**config.mk**
```make
export PLATFORM = sky130hd
export DESIGN_NAME = wordrec_trig
export DESIGN_NICKNAME = d
export VERILOG_FILES = /design/src/rtl/wrt_pkg.sv /design/src/rtl/wrt_word_match.sv /design/src/rtl/wrt_edge_det.sv /design/src/rtl/wrt_src_mux.sv /design/src/rtl/wrt_arm_ctl.sv /design/src/rtl/wordrec_trig.sv
export SDC_FILE = /design/constraint.sdc
export NUM_CORES = 1
export LEC_CHECK = 0
export ABC_AREA = 1
export ABC_CLOCK_PERIOD_IN_PS = 1300
export BUFFER_PORTS_ARGS = -buffer_cell sky130_fd_sc_hd__buf_2
export CAP_MARGIN = 10
export CELL_PAD_IN_SITES_DETAIL_PLACEMENT = 0
export CELL_PAD_IN_SITES_GLOBAL_PLACEMENT = 1
export CORE_ASPECT_RATIO = 0.5
export CORE_MARGIN = 2
export CORE_UTILIZATION = 20
export DETAILED_ROUTE_END_ITERATION = 8
export GPL_ROUTABILITY_DRIVEN = 0
export PLACE_DENSITY_LB_ADDON = 0.12
export SETUP_SLACK_MARGIN = 0.3
export SYNTH_ARGS = -nofsm -noshare
export SYNTH_HDL_FRONTEND = slang
export SYNTH_SLANG_ARGS = --single-unit
```
**constraint.sdc**
```tcl
create_clock -name clk -period 1.3 [get_ports clk]
set_clock_uncertainty 0.15 [all_clocks]
set_input_delay 0.325 -clock clk [delete_from_list [all_inputs] [get_ports clk]]
set_output_delay 0.325 -clock clk [all_outputs]
set_load 0.01 [all_outputs]
```
**src/rtl/wrt_pkg.sv**
```systemverilog
package wrt_pkg;

  typedef enum logic [1:0] {
    SRC_EXT    = 2'd0,
    SRC_CH0    = 2'd1,
    SRC_WORD   = 2'd2,
    SRC_MANUAL = 2'd3
  } trig_src_e;

  localparam int SRC_W  = 2;
  localparam int EDGE_N = 3;  // ext, channel 0, manual

  // One observation bit agrees with the pattern when it is ignored or equal.
  function automatic logic bit_agrees(input logic obs, input logic want,
                                      input logic care);
    return (!care) || (obs == want);
  endfunction

  // Rising edge between two consecutive samples.
  function automatic logic rose_between(input logic now_lvl, input logic prev_lvl);
    return now_lvl && !prev_lvl;
  endfunction

endpackage

```
**src/rtl/wrt_word_match.sv**
```systemverilog
module wrt_word_match #(
  parameter int W = 18
) (
  input  logic [W-1:0] obs,
  input  logic [W-1:0] value,
  input  logic [W-1:0] care,
  output logic         hit
);
  import wrt_pkg::*;

  logic [W-1:0] agree;

  for (genvar i = 0; i < W; i++) begin : g_bit
    assign agree[i] = bit_agrees(obs[i], value[i], care[i]);
  end

  assign hit = &agree;

endmodule

```
**src/rtl/wrt_edge_det.sv**
```systemverilog
module wrt_edge_det #(
  parameter int N = 3
) (
  input  logic         clk,
  input  logic         rst_n,
  input  logic         sample_en,
  input  logic [N-1:0] level,
  output logic [N-1:0] rise
);
  import wrt_pkg::*;

  for (genvar c = 0; c < N; c++) begin : g_ch
    logic prev_q;

    always_ff @(posedge clk) begin
      if (!rst_n)         prev_q <= 1'b0;
      else if (sample_en) prev_q <= level[c];
    end

    assign rise[c] = sample_en && rose_between(level[c], prev_q);
  end

endmodule

```
**src/rtl/wrt_src_mux.sv**
```systemverilog
module wrt_src_mux (
  input  logic [wrt_pkg::SRC_W-1:0] sel,
  input  logic                      sample_en,
  input  logic                      ext_rise,
  input  logic                      ch0_rise,
  input  logic                      word_hit,
  input  logic                      man_rise,
  output logic                      event_o
);
  import wrt_pkg::*;

  always_comb begin
    event_o = 1'b0;
    case (trig_src_e'(sel))
      SRC_EXT:    event_o = ext_rise;
      SRC_CH0:    event_o = ch0_rise;
      SRC_WORD:   event_o = sample_en && word_hit;
      SRC_MANUAL: event_o = man_rise;
      default:    event_o = 1'b0;
    endcase
  end

endmodule

```
**src/rtl/wrt_arm_ctl.sv**
```systemverilog
module wrt_arm_ctl (
  input  logic clk,
  input  logic rst_n,
  input  logic arm,
  input  logic event_i,
  output logic trig_pulse,
  output logic armed
);
  logic fire;

  assign fire = armed && event_i;

  always_ff @(posedge clk) begin
    if (!rst_n) begin
      armed      <= 1'b0;
      trig_pulse <= 1'b0;
    end else begin
      trig_pulse <= fire;
      armed      <= arm || (armed && !fire);
    end
  end

endmodule

```
**src/rtl/wordrec_trig.sv**
```systemverilog
module wordrec_trig #(
  parameter int DATA_W = 16,
  parameter int QUAL_W = 2,
  localparam int PAT_W = DATA_W + QUAL_W
) (
  input  logic              clk,
  input  logic              rst_n,
  input  logic              arm,
  input  logic              sample_en,
  input  logic [DATA_W-1:0] data,
  input  logic              probe_qual,
  input  logic              ext_qual,
  input  logic [PAT_W-1:0]  pat_value,
  input  logic [PAT_W-1:0]  pat_care,
  input  logic              ext_trig,
  input  logic              manual_trig,
  input  logic [1:0]        src_sel,
  output logic              trig_pulse,
  output logic              match_out
);
  import wrt_pkg::*;

  // Named internal events, visible to the bound checker.
  logic [PAT_W-1:0]  obs_word;
  logic              word_hit;
  logic [EDGE_N-1:0] edge_lvl;
  logic [EDGE_N-1:0] edge_rise;
  logic              src_event;
  logic              armed_q;
  logic              match_q;

  assign obs_word = {ext_qual, probe_qual, data};
  assign edge_lvl = {manual_trig, data[0], ext_trig};

  wrt_word_match #(.W(PAT_W)) u_match (
    .obs   (obs_word),
    .value (pat_value),
    .care  (pat_care),
    .hit   (word_hit)
  );

  wrt_edge_det #(.N(EDGE_N)) u_edges (
    .clk       (clk),
    .rst_n     (rst_n),
    .sample_en (sample_en),
    .level     (edge_lvl),
    .rise      (edge_rise)
  );

  wrt_src_mux u_mux (
    .sel       (src_sel),
    .sample_en (sample_en),
    .ext_rise  (edge_rise[0]),
    .ch0_rise  (edge_rise[1]),
    .word_hit  (word_hit),
    .man_rise  (edge_rise[2]),
    .event_o   (src_event)
  );

  wrt_arm_ctl u_arm (
    .clk        (clk),
    .rst_n      (rst_n),
    .arm        (arm),
    .event_i    (src_event),
    .trig_pulse (trig_pulse),
    .armed      (armed_q)
  );

  always_ff @(posedge clk) begin
    if (!rst_n) match_q <= 1'b0;
    else        match_q <= sample_en && word_hit;
  end

  assign match_out = match_q;

endmodule

```
---- After elaboration in Yosys (flattened, before gate mapping) ----
Index checks and enable logic that the tools add are counted.
operators by class
  eq/ne operators ......................... 21
  muxes and demuxes ....................... 1
  reductions and logical operators ........ 52
operators by type and width
  cell                count
  $logic_not 1->1     22
  $logic_or 1x1->1    19
  $eq 1x1->1          18
  $reduce_and 18->1   1
  $logic_and 1x1->1   9
  $eq 2x2->1 const B  2
  $pmux 1 s4          1
  $eq 2x1->1 const B  1
  $logic_not 2->1     1
word-level totals
  output and inout port bits .............. 2
  input bits .............................. 62
  register bits ........................... 6
  logic and storage cells ................. 80

---- Longest topological paths before layout ----
Gate-level depths: netlist (run 1).
  depth in word-level cells ............... 9
  depth in mapped cells ................... 10

---- Modules after synthesis ----
From an unflattened synthesis (run 1), not the netlist that was laid out.
second synthesis, totals
  cell total of the unflattened synthesis .. 139
  area, all modules ....................... 668.1 um^2
modules (own cells, without submodules)
  module          times used  area each (um^2)  cells each
  wrt_word_match  1           401.6             97
  wrt_edge_det    1           116.4             17
  wrt_arm_ctl     1           71.3              9
  wrt_src_mux     1           45.0              12
  wordrec_trig    1           33.8              4

---- Worst setup path after synthesis (run 1) ----
Ideal clock, no wire load.
  path kind ............................... input -> register
  from .................................... input port pat_value[10]
  to ...................................... register u_arm.armed
  path buffers ............................ 0
  cell stages on the path ................. 7
  data arrival time ....................... 0.999 ns
  setup time .............................. 0.113 ns
  data required time ...................... 1.037 ns
  path slack .............................. 0.038 ns
  cells stage by stage .................... or2_1 -> nand3_2 -> nand4_2 -> nor2_2 -> nand3_2 -> nand3_1 -> nand2_1
on the way
  cells in the longest elaborated chain, start to end .. 9
ends and longest elaborated chain
  item                  line                  RTL
  from (decl)           wordrec_trig.sv:13    input logic [PAT_W-1:0] pat_value,
  $eq 1x1->1            wrt_pkg.sv:16         return (!care) || (obs == want);
  $logic_or 1x1->1      wrt_pkg.sv:16
  $reduce_and 18->1     wrt_word_match.sv:17  assign hit = &agree;
  $logic_and 1x1->1     wrt_src_mux.sv:17     SRC_WORD: event_o = sample_en && word_hit;
  $pmux 1 s4            wrt_src_mux.sv:14     case (trig_src_e'(sel))
  $logic_and 1x1->1     wrt_arm_ctl.sv:11     assign fire = armed && event_i;
  $logic_not 1->1       wrt_arm_ctl.sv:19     armed <= arm || (armed && !fire);
  $logic_and 1x1->1     wrt_arm_ctl.sv:19
  $logic_or 1x1->1      wrt_arm_ctl.sv:19
  to (signal assigned)  wrt_arm_ctl.sv:19
  to (decl)             wrt_arm_ctl.sv:7      output logic armed
Every way passes these cells.
A chain may end at the register's enable or synchronous reset.

---- Worst setup path in the final report (run 1) ----
  from .................................... input port pat_value[8]
  to ...................................... register u_arm.armed
The elaborated chain is that of the path after synthesis.

==> results.md, run 1 <==
- Status: complete, no violations
- Overall routing resource usage: a little over a tenth
- Initial core utilization: between 20% and 30%
- Synth top cells by count: 40 x nand2_1, 30 x inv_1, 18 x nand3_1, 6 x dfxtp_1, 6 x nor2_1
- Worst Hold Class: input port to register
- Placed cell areas: just over 1000 um2
- Yosys top cell area share: roughly a quarter
- Power Total: approximately 0.75 mW
- Core footprint: roughly 3000 um2
- Syn Nets: around 180
- DRC Markers: 0
- Clock Latency Late Sink: 230 ps
- Full die area: 3710 um2
- CTS Buffer Depth: 2
- Remaining antenna violation count: 0
- Area Overhead vs Synth: 86.9%
- CP arrival: around 1200 ps
- Syn Inst Count: 121
- RSZ-0062 raised after global routing: true
- Final wirelength: between 1.5 and 2 mm
- Fillers: 346
- Pre-antenna DRT Iters: 4
- Layout cells sized above 1: 53.1%
- Yosys warns: 0
- Clk Tree Root Cell: clkbuf_8
- Die H: about 44 um
- Fraction of registers with async set or reset after synthesis: 0%
- Max-slew headroom: between 70% and 80%
- Critical path startpoint category: input port
- Sequential fraction of the synthesis area: 18.7%
- Largest area contributor in the netlist: nand2_1
- Worst-case vdd ir drop: about 0.23 mV
- P per Cell Area: around 630 nW/um2
- Routed WL per cell: ~8.0 um
- Fin. Hold Viols: 0
- Grt total ovfl: 0
- CTS Sinks: 6
- # IOs: 64
- Crit. End Element: register
- Final setup vio count: 0
- DR vias/cell: 4.02
- Fin crit share: a little over nine tenths
- Post-DP HPWL: 1.60 mm
- Antenna fix cells: 0
- Layout Nets: approximately 260
- Port bufs: 63
- Most common cell in the synthesized netlist: nand2_1
- Vias in the first global route: around 860
- CTS Buf Count: 3
- Fmax: about 810 MHz
- Worst-path fanout max: 2
- Vias post-DR: 933
- Slew Viols, Final: 0
- Slew @ Worst Pin: approximately 300 ps
- Top cells by area, synth: nand2_1 23%, dfxtp_1 19%, inv_1 18%, nand3_1 14%, nor2_1 3.5%
- Row Count: 14
- Crit path time final: around 1200 ps
- CTS H-tree depth: 1
- Synthesized flop and latch total: 6
- Worst Path Required: approximately 1300 ps
- Ys flop type: dfxtp_1
- Largest net degree at the start of global routing: 7
- Setup total negative slack: 0 ps
- Lkg Pwr: about 0.7 nW
- Die width: 84.1 um
- Synth unique cells: 19
- Avg Synthesized Cell Area: between 5 and 6 um2
- Clk pin slew, worst setup/hold paths: around 30 ps
- Initial DRC count: 9
- Post-synth EDFFs: 0
- Layout Utilization: about 40%
- First-pass GRT wire length: slightly above 3 mm
- Max-Cap Viols: 0
- Final Cell Area: 1200 um2
- Mapped Area: 642 um2
- Crit Path Class: input port to register
- Initial antenna violation count: 0
- TritonCTS clock tree: built
## cells in the final DEF (no fill, tap or decap)
| cell | synthesis | routed |
|---|---|---|
| buf_2 | 0 | 51 |
| nand2_1 | 40 | 36 |
| inv_1 | 30 | 16 |
| nand3_1 | 18 | 15 |
| inv_2 | 0 | 14 |
| buf_6 | 0 | 12 |
| nand3_2 | 2 | 5 |
| dfxtp_1 | 6 | 5 |
| buf_4 | 0 | 5 |
| nand2_2 | 0 | 4 |
| or2_1 | 3 | 3 |
| nor2_2 | 1 | 3 |
| nor2_1 | 6 | 3 |
| a21oi_1 | 3 | 3 |
| o21ai_0 | 3 | 3 |
| clkbuf_8 | 0 | 3 |
| xor2_1 | 1 | 1 |
| nand4_2 | 1 | 1 |
| or2_0 | 1 | 1 |
| nand4_1 | 1 | 1 |
| nor2_4 | 0 | 1 |
| nand3b_1 | 1 | 1 |
| o311ai_0 | 1 | 1 |
| nor3_1 | 1 | 1 |
| a21oi_2 | 1 | 1 |
| and3_2 | 1 | 1 |
| dfxtp_2 | 0 | 1 |
## layer usage
metal,vias to the layer above,wire length [um],track usage [%]
met1,376,792,11.8
met3,5,196,2.99
li1,513,-,-
met5,-,0,0
met4,0,40,5.81
met2,39,824,18.7
## state kept, by name, indices dropped and copies added, names as in the netlist
register	cells
u_arm.trig_pulse	1
u_edges.g_ch.prev_q	3
match_out	1
u_arm.armed	1
## report_power, final
| part | leakage (nW) | total (mW) | switching, mW | internal [mW] |
|---|---|---|---|---|
| clock | 0.0216 | 0.284 | 0.0846 | 0.199 |
| sequential | 0.0500 | 0.199 | 0.00301 | 0.196 |
| combinational | 0.637 | 0.270 | 0.118 | 0.152 |
## final timing paths
| kind | from | endpoint | slack (ps) | cells past startpoint |
|---|---|---|---|---|
| max | pat_value[8] | u_arm.armed | 70 | 8 |
| min | arm | u_arm.armed | 140 | 3 |
| max reg2reg | u_edges.g_ch[1].prev_q | u_arm.armed | 110 | 4 |
| min reg2reg | u_arm.armed | u_arm.trig_pulse | 300 | 2 |
## critical path, cell delays in order
cell     delay [ps]
buf_6            90
or2_0           200
nand3_1          70
nand4_1         130
nor2_4          130
nand3_2         100
nand3_2          90
nand2_1          50
## through the flow
| stage | setup slack (ps) | hold WS (ps) | std cells |
|---|---|---|---|
| global placement | -161 | 297 | 227 |
| floorplan | 53.3 | 264 | 121 |
| detailed placement | -181 | 299 | 227 |
| CTS | 80.3 | 143 | 230 |
| finish | 70.5 | 136 | 232 |
| global route | -20.1 | 163 | 232 |
## repair_timing
| item | 4_1_cts | 5_1_grt |
|---|---|---|
| gates resized for setup | 3 | 34 |
| endpoints found under the setup margin | 5 | 5 |
| hold buffers | 0 | 0 |
| pin swaps | 3 | 15 |
| buffers inserted | 0 | 2 |
## kinds of logic after synthesis
family	after synthesis	share of synthesized area, %
compound gates	8	7.41
xor+xnor	1	1.36
buf+inv	30	17.5
flops	6	18.7
simple gates	76	55.0
## layout make-up
cell class	count	area, um2	area share [%]
Inverter	30	113	9.38
Multi-Input combinational cell	85	447	37.2
Tap cell	40	50.0	4.17
Sequential cell	6	121	10.1
Timing Repair Buffer	68	428	35.7
Clock buffer	3	41.3	3.44
(Power assumes the default switching activity.)
==> run 2: changes to the inputs <==
--- a/config.mk
+++ b/config.mk
@@ -5,7 +5,6 @@
 export SDC_FILE = /design/constraint.sdc
 export NUM_CORES = 1
 export LEC_CHECK = 0
-export ABC_AREA = 1
 export ABC_CLOCK_PERIOD_IN_PS = 1300
 export BUFFER_PORTS_ARGS = -buffer_cell sky130_fd_sc_hd__buf_2
 export CAP_MARGIN = 10
@@ -13,7 +12,7 @@
 export CELL_PAD_IN_SITES_GLOBAL_PLACEMENT = 1
 export CORE_ASPECT_RATIO = 0.5
 export CORE_MARGIN = 2
-export CORE_UTILIZATION = 20
+export CORE_UTILIZATION = 19
 export DETAILED_ROUTE_END_ITERATION = 8
 export GPL_ROUTABILITY_DRIVEN = 0
 export PLACE_DENSITY_LB_ADDON = 0.12
@@ -21,3 +20,4 @@
 export SYNTH_ARGS = -nofsm -noshare
 export SYNTH_HDL_FRONTEND = slang
 export SYNTH_SLANG_ARGS = --single-unit
+export TNS_END_PERCENT = 5
==> results.md, run 2 <==
- Fillers: 302
- Avg Synthesized Cell Area: a little over 9 um2
- CTS Buffer Depth: 2
- Xor and xnor fraction of the mapped netlist area: between 30% and 40%
- Top reg by flops: u_edges.g_ch.prev_q
- Vias in the first global route: between 500 and 600
- Fmax: 647 MHz
- Syn Inst Count: 56
- Power Total: ~0.70 mW
- Fraction of registers with async set or reset after synthesis: 0%
- Status: finished, violations left
- Slew Viols, Final: 0
- Remaining antenna violation count: 0
- Slew @ Worst Pin: 354 ps
- Post-synth EDFFs: 0
- Crit Path Class: input port to register
- Core footprint: 2570 um2
- Max-Cap Viols: 0
- Top cells by area, synth: xor2_1 31%, dfxtp_1 24%, a22oi_1 12%, mux2i_1 5.9%, nor2b_1 3.7%
- Grt total ovfl: 0
- Setup total negative slack: -434 ps
- Area Overhead vs Synth: 94.6%
- Worst setup margin: -246 ps
- CP arrival: 1550 ps
- Worst-path fanout max: 2
- Worst Hold Class: input port to register
- Routed WL per cell: just over 9 um
- Critical path startpoint category: input port
- CTS Buf Count: 3
- Post-synthesis mux area share: between 5 and 6%
- Clk pin slew, worst setup/hold paths: about 40 ps
- Hold depth: 3
- DR vias/cell: just over 4
- Crit. End Element: register
- Layout cells sized above 1: 57.4%
- Initial core utilization: approximately a fifth
- Worst-case vdd ir drop: about 0.32 mV
- Max reg flops: 3
- Largest net degree at the start of global routing: 9
- Overall routing resource usage: a little over a tenth
- P_sw: 0.169 mW
- Largest family of logic cells by synthesized area: XOR/XNOR gates
- Sequential fraction of the synthesis area: a little under a quarter
- Switch share: approximately 24%
- Die H: approximately 41 um
- RSZ-0062 raised after global routing: true
- Combinational power share: 31.9%
- Clock Latency Late Sink: 220 ps
- Antenna fix cells: 0
- Most common cell in the synthesized netlist: xor2_1
- Clock share of power: approximately 40%
- Die width: between 70 and 80 um
- Largest area contributor in the netlist: xor2_1
- Port bufs: 63
- P per Cell Area: about 710 nW/um2
- Hold_ws: between 200 and 250 ps
- Initial DRC count: 10
- Syn Nets: between 100 and 150
- # IOs: 64
- Sequential power share: ~28%
- Mapped Area: 507 um2
- Placed cell areas: 913 um2
- Final Cell Area: between 900 and 1000 um2
- Row Count: 13
- DRC Markers: 0
- Worst Path Required: about 1300 ps
- Yosys top cell area share: a little under a third
- Yosys warns: 0
- Commonest non-fill, non-tap cells in the layout: 60 x buf_2, 18 x xor2_1, 8 x a22oi_1, 7 x buf_4, 6 x dfxtp_1
- Max-slew headroom: approximately three quarters
- Simple-Gate Fraction of Synth Area: 19.5%
- Synth Area in Adders: 0%
- Synthesized flop and latch total: 6
- Most common cell after layout, fill and taps aside: buf_2
- Pre-antenna DRT Iters: 4
- Vias post-DR: between 600 and 700
- Clk Tree Root Cell: clkbuf_8
- Initial antenna violation count: 0
- Ys flop type: dfxtp_1
- Final setup vio count: 3
- Compound-Gate Fraction of Synth Area: 19.8%
- Fin. Hold Viols: 0
- Layout Nets: 193
- TritonCTS clock tree: built
- First-pass GRT wire length: between 2 and 2.5 mm
- Lkg Pwr: 0.513 nW
- Synth unique cells: 20
- Fin crit share: 119%
- Violated checks: setup timing
- Worst-case reg-to-reg path depth: 5
- Post-DP HPWL: around 1.4 mm
- CTS H-tree depth: 1
- Synth top cells by count: 18 x xor2_1, 8 x a22oi_1, 6 x dfxtp_1, 3 x mux2i_1, 3 x nor2b_1
- Internal power: 0.535 mW
- Crit path time final: between 1500 and 2000 ps
- CTS Sinks: 6
- Full die area: approximately 3100 um2
- Final wirelength: between 1.5 and 2 mm
[run 2: cell count changes in the layout (fill, tap and decap cells not counted), sizes merged, moves of 3 or more]
cell	delta
a22oi	+8
or2	-4
mux2i	+3
inv	-30
nor2b	+3
nand3	-19
nor2	-7
nand2	-38
xor2	+17
[run 2: path summary, 6_finish.rpt]
| path | start | end | slack (ps) |
|---|---|---|---|
| worst max register to register | u_edges.g_ch[1].prev_q | u_arm.armed | -90 |
| worst min-delay path | manual_trig | u_edges.g_ch[2].prev_q | 230 |
| worst max-delay path | pat_value[5] | u_arm.trig_pulse | -250 |
| worst min register to register | u_arm.armed | u_arm.trig_pulse | 300 |
[run 2: final cells by class]
cell class / count / area (um2) / area share [%]
sequential: 6 / 120 / 12.2
tap: 37 / 46.3 / 4.70
multi-input combinational: 50 / 392 / 39.7
timing repair buffer: 70 / 387 / 39.2
clock buffer: 3 / 41.3 / 4.19
[run 2: power by group through the flow]
stage | Combinational, mW | Clock [mW] | Sequential (mW)
floorplan | 0.0834 | 0 | 0.201
global placement | 0.216 | 0 | 0.202
detailed placement | 0.217 | 0 | 0.202
CTS | 0.218 | 0.289 | 0.199
global route | 0.252 | 0.306 | 0.200
finish | 0.225 | 0.281 | 0.199
[run 2: logic make-up (layout without fill, tap and decap cells)]
logic type      count (synthesis)  in the layout
buf+inv                         0             73
mux                             3              3
compound gates                 14             14
xor+xnor                       18             18
simple gates                   15             15
flops                           6              6
[run 2: repair_timing]
item | CTS | global route
hold buffers | 0 | 0
pin swaps | 4 | 3
gates resized for setup | 0 | 4
setup endpoints to repair | 5 | 5
setup buffers | 0 | 1
[run 2: layer usage]
layer,share of wire (%),global-route usage (%)
met4,1.2,4.02
met3,12,4.50
met1,44,12.6
met2,42,17.3
met5,0,0
[run 2: worst max-delay path: stages]
cell and delay (ps):
buf_2 100, xor2_1 150, a222oi_1 370, or4b_1 470, a21oi_1 130
[run 2: through the flow]
step	utilization [%]	worst slack (ps)	cells
2_1_floorplan	-	-276	56
3_3_place_gp	35.5	-485	162
3_5_place_dp	35.5	-516	162
4_1_cts	37.1	-276	165
5_1_grt	38.4	-342	166
6_report	38.4	-246	166
==> run 3: changes to the inputs <==
--- a/config.mk
+++ b/config.mk
@@ -15,6 +15,7 @@
 export CORE_UTILIZATION = 19
 export DETAILED_ROUTE_END_ITERATION = 8
 export GPL_ROUTABILITY_DRIVEN = 0
+export MAX_ROUTING_LAYER = met4
 export PLACE_DENSITY_LB_ADDON = 0.12
 export SETUP_SLACK_MARGIN = 0.3
 export SYNTH_ARGS = -nofsm -noshare
==> results.md, run 3 (synthesis gave the netlist of run 2 again) <==
- Vias post-DR: 667
- Max-slew headroom: around three quarters
- Antenna fix cells: 0
- Area of the multi-input gates: ~400 um2
- Clk Tree Root Cell: clkbuf_8
- Hold Path Origin: manual_trig
- Pre-antenna DRT Iters: 4
- Overall routing resource usage: 10.8%
- Fin. Hold Viols: 0
- Slew Viols, Final: 0
- Setup slack, reg-to-reg: -100 ps
- Hold_ws: ~230 ps
- Slew @ Worst Pin: about 350 ps
- # IOs: 64
- Most common cell after layout, fill and taps aside: buf_2
- Port bufs: between 60 and 70
- Worst-case reg-to-reg path depth: 5
- RSZ-0062 raised after global routing: true
- Crit. End Element: register
- Violated checks: setup timing
- Max reg flops: 3
- Post-DP HPWL: approximately 1.4 mm
- Core footprint: around 2600 um2
- Clock Latency Late Sink: 220 ps
- Final Cell Area: just under 1000 um2
- Critical Path Max Stage Delay: 470 ps
- Worst setup margin: -245 ps
- Fmax: 647 MHz
- Vias in the first global route: a little under 600
- CTS Buf Count: 3
- CP Cell Sequence: buf_2 > xor2_1 > a222oi_1 > or4b_1 > a21oi_1
- TritonCTS clock tree: built
- Lkg Pwr: 0.513 nW
- First-pass GRT wire length: between 2 and 2.5 mm
- P per Cell Area: just over 700 nW/um2
- CTS Buffer Depth: 2
- Top reg by flops: u_edges.g_ch.prev_q
- Max stage delay cell, worst path: or4b_1
- Critical path startpoint category: input port
- Layout cells sized above 1: between 50% and 60%
- Worst R2R End: u_arm.armed
- CP startpoint: pat_value[5]
- Initial DRC count: 14
- Area occupied by registers: around 120 um2
- Clk pin slew, worst setup/hold paths: approximately 40 ps
- Worst-case vdd ir drop: 0.322 mV
- Crit Path Class: input port to register
- Row Count: 13
- Max-Cap Viols: 0
- DRC Markers: 0
- Die width: just under 80 um
- Final setup vio count: 3
- Remaining antenna violation count: 0
- WHS Endpoint: u_edges.g_ch[2].prev_q
- Layout Utilization: between 30% and 40%
- Initial antenna violation count: 0
- Die H: 40.5 um
- Worst-path fanout max: 2
- Fin crit share: 119%
- Final wirelength: 1.57 mm
- CTS Sinks: 6
- Crit path time final: around 1500 ps
- Status: finished, violations left
- Hold depth: 3
- Hold Buf Count CTS: 0
- Full die area: between 3000 and 4000 um2
- DR vias/cell: ~4
- Placed cell areas: slightly above 900 um2
- Routed WL per cell: between 9 and 10 um
- Largest net degree at the start of global routing: 9
- Grt total ovfl: 0
- Critical R2R Launch: u_edges.g_ch[1].prev_q
- CTS H-tree depth: 1
- Fillers: 302
- Area Overhead vs Synth: 94.6%
- Worst Path Required: roughly 1300 ps
- Commonest non-fill, non-tap cells in the layout: 60 x buf_2, 18 x xor2_1, 8 x a22oi_1, 7 x buf_4, 6 x dfxtp_1
- Worst Hold Class: input port to register
- CP arrival: approximately 1600 ps
- Initial core utilization: approximately a fifth
- Layout Nets: 193
==> run 3: through the flow <==
step / TNS [ps] / power [mW] / instances / setup slack [ps]
2_1_floorplan: -430 / 0.284 / 56 / -276
3_3_place_gp: -1420 / 0.417 / 162 / -485
3_5_place_dp: -1460 / 0.418 / 162 / -516
4_1_cts: -758 / 0.705 / 165 / -276
5_1_grt: -775 / 0.759 / 166 / -342
6_report: -434 / 0.706 / 166 / -245
==> run 3: layout make-up <==
cell class / instances / area share (%)
well taps: 37 / 4.70
multi-input cells: 50 / 39.7
clock buffers: 3 / 4.19
repair buffers: 70 / 39.2
flip-flops and latches: 6 / 12.2
==> run 3: where the power goes <==
group / internal, mW / switching (mW) / leakage, nW / total (mW)
Sequential: 0.195 / 0.00447 / 0.0493 / 0.199
Combinational: 0.141 / 0.0836 / 0.443 / 0.225
Clock: 0.199 / 0.0833 / 0.0216 / 0.282
==> run 3: worst max path at each step <==
stage | cells after the start | slack [ps] | end
after CTS | 6 | -280 | u_arm.trig_pulse
after global placement | 6 | -490 | u_arm.trig_pulse
final | 5 | -240 | u_arm.trig_pulse
after global routing | 6 | -340 | u_arm.trig_pulse
after floorplan | 5 | -280 | u_arm.trig_pulse
after detailed placement | 5 | -520 | u_arm.trig_pulse
==> run 3: repair_timing <==
action	4_1_cts	5_1_grt
resized for setup	0	4
setup buffers	0	1
pin swaps	4	3
endpoints found under the setup margin	5	5
==> run 3: per-layer routing <==
metal	vias to the layer above	part of all wire [%]	wire (um)	track usage (%)
met1	273	45	711	12.7
li1	355	-	-	-
met4	0	0	0	4.02
met5	-	0	0	-
met3	0	11	179	4.28
met2	39	43	675	17.3
==> run 3: worst max-delay path, delay by kind of cell <==
kind,cells,cell delay [ps]
buffers and inverters,1,100
XOR/XNOR,1,150
AO/OA/AOI/OAI,2,500
AND/OR/NAND/NOR,1,470
